### config.mk
export PLATFORM = sky130hd
export DESIGN_NAME = fuse_burn_seq
export DESIGN_NICKNAME = d
export VERILOG_FILES = /design/src/rtl/fuse_seq_pkg.sv /design/src/rtl/fuse_pin_sync.sv /design/src/rtl/fuse_seq_fsm.sv /design/src/rtl/fuse_cell.sv /design/src/rtl/fuse_burn_seq.sv
export SDC_FILE = /design/constraint.sdc
export NUM_CORES = 1
export LEC_CHECK = 0
export ABC_AREA = 1
export BUFFER_PORTS_ARGS = -buffer_cell sky130_fd_sc_hd__buf_4
export CAP_MARGIN = 20
export CORE_UTILIZATION = 50
export CTS_CLUSTER_SIZE = 8
export DETAILED_ROUTE_END_ITERATION = 10
export PLACE_DENSITY = 0.73
export SLEW_MARGIN = 40
export SYNTH_ARGS = -nofsm -noshare
export SYNTH_HDL_FRONTEND = slang
export SYNTH_SLANG_ARGS = --single-unit
export TNS_END_PERCENT = 100
### constraint.sdc
create_clock -name clk -period 1.8 [get_ports clk]
set_clock_uncertainty 0.05 [all_clocks]
set_input_delay 0.36 -clock clk [delete_from_list [all_inputs] [get_ports clk]]
set_output_delay 0.36 -clock clk [all_outputs]
set_load 0.02 [all_outputs]
### src/rtl/fuse_seq_pkg.sv
package fuse_seq_pkg;
    typedef enum logic [1:0] {
        ST_IDLE   = 2'd0,
        ST_ARMED  = 2'd1,
        ST_CHOSEN = 2'd2,
        ST_BURN   = 2'd3
    } seq_state_t;

    localparam int          NUM_FUSES  = 2;
    localparam logic [7:0]  KEY_UNLOCK = 8'h54;
    localparam logic [7:0]  KEY_SEL0   = 8'h81;
    localparam logic [7:0]  KEY_SEL1   = 8'h82;
    localparam logic [7:0]  KEY_FIRE   = 8'hA6;
endpackage

### src/rtl/fuse_pin_sync.sv
module fuse_pin_sync #(
    parameter int STAGES = 2
) (
    input  logic clk,
    input  logic rst_n,
    input  logic pin_async,
    output logic pin_sync
);
    logic [STAGES-1:0] chain;

    generate
        for (genvar g = 0; g < STAGES; g++) begin : g_stage
            always_ff @(posedge clk or negedge rst_n) begin
                if (!rst_n) begin
                    chain[g] <= 1'b0;
                end else begin
                    if (g == 0) chain[g] <= pin_async;
                    else        chain[g] <= chain[(g == 0) ? 0 : g-1];
                end
            end
        end
    endgenerate

    assign pin_sync = chain[STAGES-1];
endmodule

### src/rtl/fuse_seq_fsm.sv
module fuse_seq_fsm
    import fuse_seq_pkg::*;
(
    input  logic                 clk,
    input  logic                 rst_n,
    input  logic                 wr_en,
    input  logic                 wr_sel,
    input  logic [7:0]           wr_data,
    input  logic                 pin_ok,
    output logic [NUM_FUSES-1:0] burn_vec,
    output logic                 seq_err
);
    seq_state_t state, state_nxt;
    logic       sel_q, sel_nxt;
    logic       err_q, err_set;

    // state register
    always_ff @(posedge clk or negedge rst_n) begin
        if (!rst_n) begin
            state <= ST_IDLE;
            sel_q <= 1'b0;
            err_q <= 1'b0;
        end else begin
            state <= state_nxt;
            sel_q <= sel_nxt;
            if (err_set) err_q <= 1'b1;
        end
    end

    // next-state decision
    always_comb begin
        state_nxt = state;
        sel_nxt   = sel_q;
        err_set   = 1'b0;

        if (state == ST_BURN && sel_q && !pin_ok) begin
            state_nxt = ST_IDLE;
        end

        if (wr_en) begin
            if (!wr_sel) begin
                if (wr_data == KEY_UNLOCK) begin
                    state_nxt = ST_ARMED;
                end else if (state == ST_ARMED &&
                             (wr_data == KEY_SEL0 || wr_data == KEY_SEL1)) begin
                    state_nxt = ST_CHOSEN;
                    sel_nxt   = (wr_data == KEY_SEL1);
                end else begin
                    state_nxt = ST_IDLE;
                end
            end else if (wr_data == KEY_FIRE) begin
                unique case (state)
                    ST_IDLE, ST_ARMED: begin
                        state_nxt = ST_IDLE;
                        err_set   = 1'b1;
                    end
                    ST_CHOSEN: begin
                        if (sel_q && !pin_ok) begin
                            state_nxt = ST_IDLE;
                            err_set   = 1'b1;
                        end else begin
                            state_nxt = ST_BURN;
                        end
                    end
                    ST_BURN: begin
                        // repeated fire keeps the pulse unless the pin dropped
                    end
                    default: state_nxt = ST_IDLE;
                endcase
            end else if (state == ST_BURN) begin
                state_nxt = ST_IDLE;
            end
        end
    end

    // outputs
    always_comb begin
        burn_vec = '0;
        if (state == ST_BURN) begin
            if (!sel_q)      burn_vec[0] = 1'b1;
            else if (pin_ok) burn_vec[1] = 1'b1;
        end
        seq_err = err_q;
    end
endmodule

### src/rtl/fuse_cell.sv
module fuse_cell #(
    parameter int MIN_BURN = 12000
) (
    input  logic clk,
    input  logic pwr_on_n,
    input  logic burn,
    output logic blown
);
    localparam int CW = $clog2(MIN_BURN + 1);
    localparam logic [CW-1:0] LIMIT = CW'(MIN_BURN);
    localparam logic [CW-1:0] LAST  = CW'(MIN_BURN - 1);

    logic [CW-1:0] cnt;

    always_ff @(posedge clk or negedge pwr_on_n) begin
        if (!pwr_on_n) begin
            cnt   <= '0;
            blown <= 1'b0;
        end else begin
            if (!burn)              cnt <= '0;
            else if (cnt != LIMIT)  cnt <= cnt + 1'b1;
            if (burn && cnt == LAST) blown <= 1'b1;
        end
    end
endmodule

### src/rtl/fuse_burn_seq.sv
module fuse_burn_seq
    import fuse_seq_pkg::*;
#(
    parameter int MIN_BURN    = 12000,
    parameter int SYNC_STAGES = 2
) (
    input  logic       clk,
    input  logic       rst_n,
    input  logic       pwr_on_n,
    input  logic       wr_en,
    input  logic       wr_sel,
    input  logic [7:0] wr_data,
    input  logic       sec_pin,
    output logic       pin_level,
    output logic [1:0] burn_pulse,
    output logic [1:0] fuse_blown,
    output logic       seq_err
);
    logic [NUM_FUSES-1:0] burn_int;

    fuse_pin_sync #(.STAGES(SYNC_STAGES)) i_sync (
        .clk       (clk),
        .rst_n     (rst_n),
        .pin_async (sec_pin),
        .pin_sync  (pin_level)
    );

    fuse_seq_fsm i_fsm (
        .clk      (clk),
        .rst_n    (rst_n),
        .wr_en    (wr_en),
        .wr_sel   (wr_sel),
        .wr_data  (wr_data),
        .pin_ok   (pin_level),
        .burn_vec (burn_int),
        .seq_err  (seq_err)
    );

    generate
        for (genvar f = 0; f < NUM_FUSES; f++) begin : g_fuse
            fuse_cell #(.MIN_BURN(MIN_BURN)) i_cell (
                .clk      (clk),
                .pwr_on_n (pwr_on_n),
                .burn     (burn_int[f]),
                .blown    (fuse_blown[f])
            );
        end
    endgenerate

    assign burn_pulse = burn_int;
endmodule

==> results.yml <==
placed_design:
  hpwl_mm: 2.862
  placed_cell_area_um2: 2252
  place_congestion: 0.8998
  pre_cts_slack_ns: 0.4033
  port_buffers: 19
timing:
  rsz0062_at_grt: "no"
  maxSlewHeadroom_pct: 75.05
  fmax_mhz: 615.2
  fin_crit_ns: 1.625
  final-hold-violation-count: 0
  tns_ns: 0
  fin_ws_ns: 0.1746
  whs_ns: 0.1319
  worstMarginPinSlew_ns: 0.3743
  setup_viol: 0
  finalMaxSlewViolations: 0
  fin_crit_sh_pct: 90.30
clock_network:
  clock_path_buffers: 2
  cts_tree: "yes"
  clkTransAtPathRegs_ns: 0.07
  numCtsBuffers: 5
  cts_sinks: 36
  clock_latency_ns: 0.29
  ctsResizeCount: 0
  ctsHtreeMaxLevel: 2
  postCtsSetupBuffers: 0
  cts_hold_buf: 2
  root_buffer: "clkbuf_8"
logic_synthesis:
  syn_nets: 304
  synth_cells: 286
  synth_seq_cells: 36
  yosysUniqueCellTypes: 24
  synth_area_per_cell_um2: 7.275
  yosysWarnings: 0
  yosysSeqAreaShare_pct: 43.30
  syn_area_um2: 2081
detailed_routing:
  ant_nets: 0
  wl_mm: 3.650
  vias: 1746
  viasPerCell: 4.837
  wl_per_cell_um: 10.11
  firstDrtPassIters: 4
  drtIter0Drc: 95
  drc: 0
critical_path:
  end_kind: "output port"
  cp-start-kind: "register"
  worst-path-max-fanout: 6
  arrival_ns: 1.22
  crit_type: "reg -> out"
  critPathRequiredTime_ns: 1.39
die:
  start_util_pct: 52.02
  die_y_um: 66.51
  ios: 20
  die-width_um: 66.51
  rows: 23
  coreArea_um2: 4000
  fp.dieArea_um2: 4424
run_status:
  status: "complete, no violations"
cells_and_area:
  nFillCells: 377
  stdcell_area_um2: 2380
  areaGrowthSynthToFinish_pct: 14.37
  fin_util_pct: 59.49
  final_nets: 328
  diodes: 0
  drive_gt1_share_pct: 14.15
pwr:
  p_sw_share_pct: 20.50
  power.density_nw_per_um2: 665.8
  vdd_ir_drop_max_uv: 475.1
  clockPowerShare_pct: 43.3
  seqPwrFrac_pct: 51.7
  p_switching_uw: 324.8
  p_int_uw: 1260
  p_leak_uw: 0.001083
  comb_power_share_pct: 5.0
grt:
  grt_pass1_wl_mm: 6.803
  grt_max_degree: 31
  grt_pass1_vias: 1688
  grtUsageTotal_pct: 20.06
  antenna_found_initial: 0
  grt_overflow: 0
flow_run:
  max_cap_violations: 0
min_path:
  hold_class: "in -> reg"
==> state kept, by name, indices dropped and copies added, names as in the netlist <==
| register | cells |
|---|---|
| i_fsm.seq_err | 1 |
| g_fuse.i_cell.blown | 2 |
| g_fuse.i_cell.cnt | 28 |
| i_sync.pin_sync | 1 |
| i_fsm.sel_q | 1 |
| i_sync.chain | 1 |
| i_fsm.state | 2 |
==> Yosys cell counts <==
cell type   n  area share, %
a21oi_1    14            3.4
or2_2       2           0.60
nor2_1     49            8.8
o21bai_1    4            1.4
nand3b_1    1           0.36
o21ai_2     1           0.42
o21ai_0     9            2.2
xor2_1      4            1.7
dfrtp_1    36             43
nand3_1    25            6.0
nor3_1      4           0.96
inv_2       2           0.36
inv_1      41            7.4
nor2_2      6            1.8
ha_1        4            2.4
nand2_2     3           0.90
nand4_1     8            2.4
o21a_1      1           0.36
o21ai_1     1           0.24
buf_4       5            1.8
buf_6       1           0.54
nor3_4      1           0.78
nand3_2     1           0.48
nand2_1    63             11
==> cells by family after synthesis <==
family,synth area share (%)
xor gates and xnor gates,1.684
DFF,43.30
buffers and inverters,10.10
adders and majority gates,2.405
AOI/OAI and AO/OA,7.998
and+or+nand+nor,34.52
==> critical path, cell delays in order (launching register included) <==
cell	delay [ns]
dfrtp_1	0.42
nand2_2	0.12
nor2_2	0.21
buf_4	0.19
==> cell usage in the layout, fill, tap and decap left out, types with 3 or more instances in the layout <==
cell / instances
nand3_1: 25
xor2_1: 4
nand4_1: 8
clkbuf_8: 5
nor3_1: 4
inv_1: 41
ha_1: 4
nand2_2: 3
nor2_2: 6
a21oi_1: 14
dfrtp_1: 36
nor2_1: 49
nand2_1: 63
o21ai_0: 9
buf_4: 21
o21bai_1: 4
==> per-stage QoR <==
stage,std cells,total power (uW)
3_3_place_gp,351,911.4
2_1_floorplan,286,861.8
3_5_place_dp,351,912.9
6_report,361,1585
5_1_grt,361,1648
4_1_cts,361,1609
==> power by group through the flow <==
stage / Combinational [uW] / Sequential [uW] / Clock, uW
global route: 90.6 / 820 / 738
finish: 79.1 / 820 / 686
CTS: 81.3 / 819 / 708
floorplan: 24.7 / 837 / 0
detailed placement: 77.7 / 835 / 0
global placement: 76.7 / 835 / 0
==> layer usage <==
metal  track usage (%)  vias to the layer above  wire length (um)
met4             8.245                        0                50
met2             32.14                       34              1680
met1             26.45                      761              1799
met5                 0                        -                 0
li1                  -                      945                 -
met3             3.938                        6               120
==> path summary, 6_finish.rpt <==
path / start / endpoint / slack, ns / cells past startpoint
setup / recovery: i_fsm.state[1]$_DFF_PN0_ / burn_pulse[0] / 0.17 / 3
hold / removal: sec_pin / i_sync.chain[0]$_DFF_PN0_ / 0.13 / 1
setup reg to reg: g_fuse[1].i_cell.cnt[0]$_DFFE_PN0P_ / g_fuse[1].i_cell.cnt[10]$_DFFE_PN0P_ / 0.38 / 6
hold reg to reg: i_sync.chain[0]$_DFF_PN0_ / i_sync.pin_sync$_DFF_PN0_ / 0.31 / 0
max in group asynchronous: pwr_on_n / g_fuse[1].i_cell.cnt[0]$_DFFE_PN0P_ / 0.94 / 2
min in group asynchronous: rst_n / i_fsm.state[0]$_DFF_PN0_ / 0.36 / 2
==> area by class of cell <==
cell class              count  area, um2  share of cell area (%)
clock buffers               6      72.57                   3.049
clock inverters             2      35.03                   1.472
inverters                  43      161.4                   6.782
multi-input cells         201      969.7                   40.75
flip-flops and latches     36      900.9                   37.85
well taps                  50      62.56                   2.629
repair buffers             23      177.7                   7.466
Power figures use the tool's default switching activity.
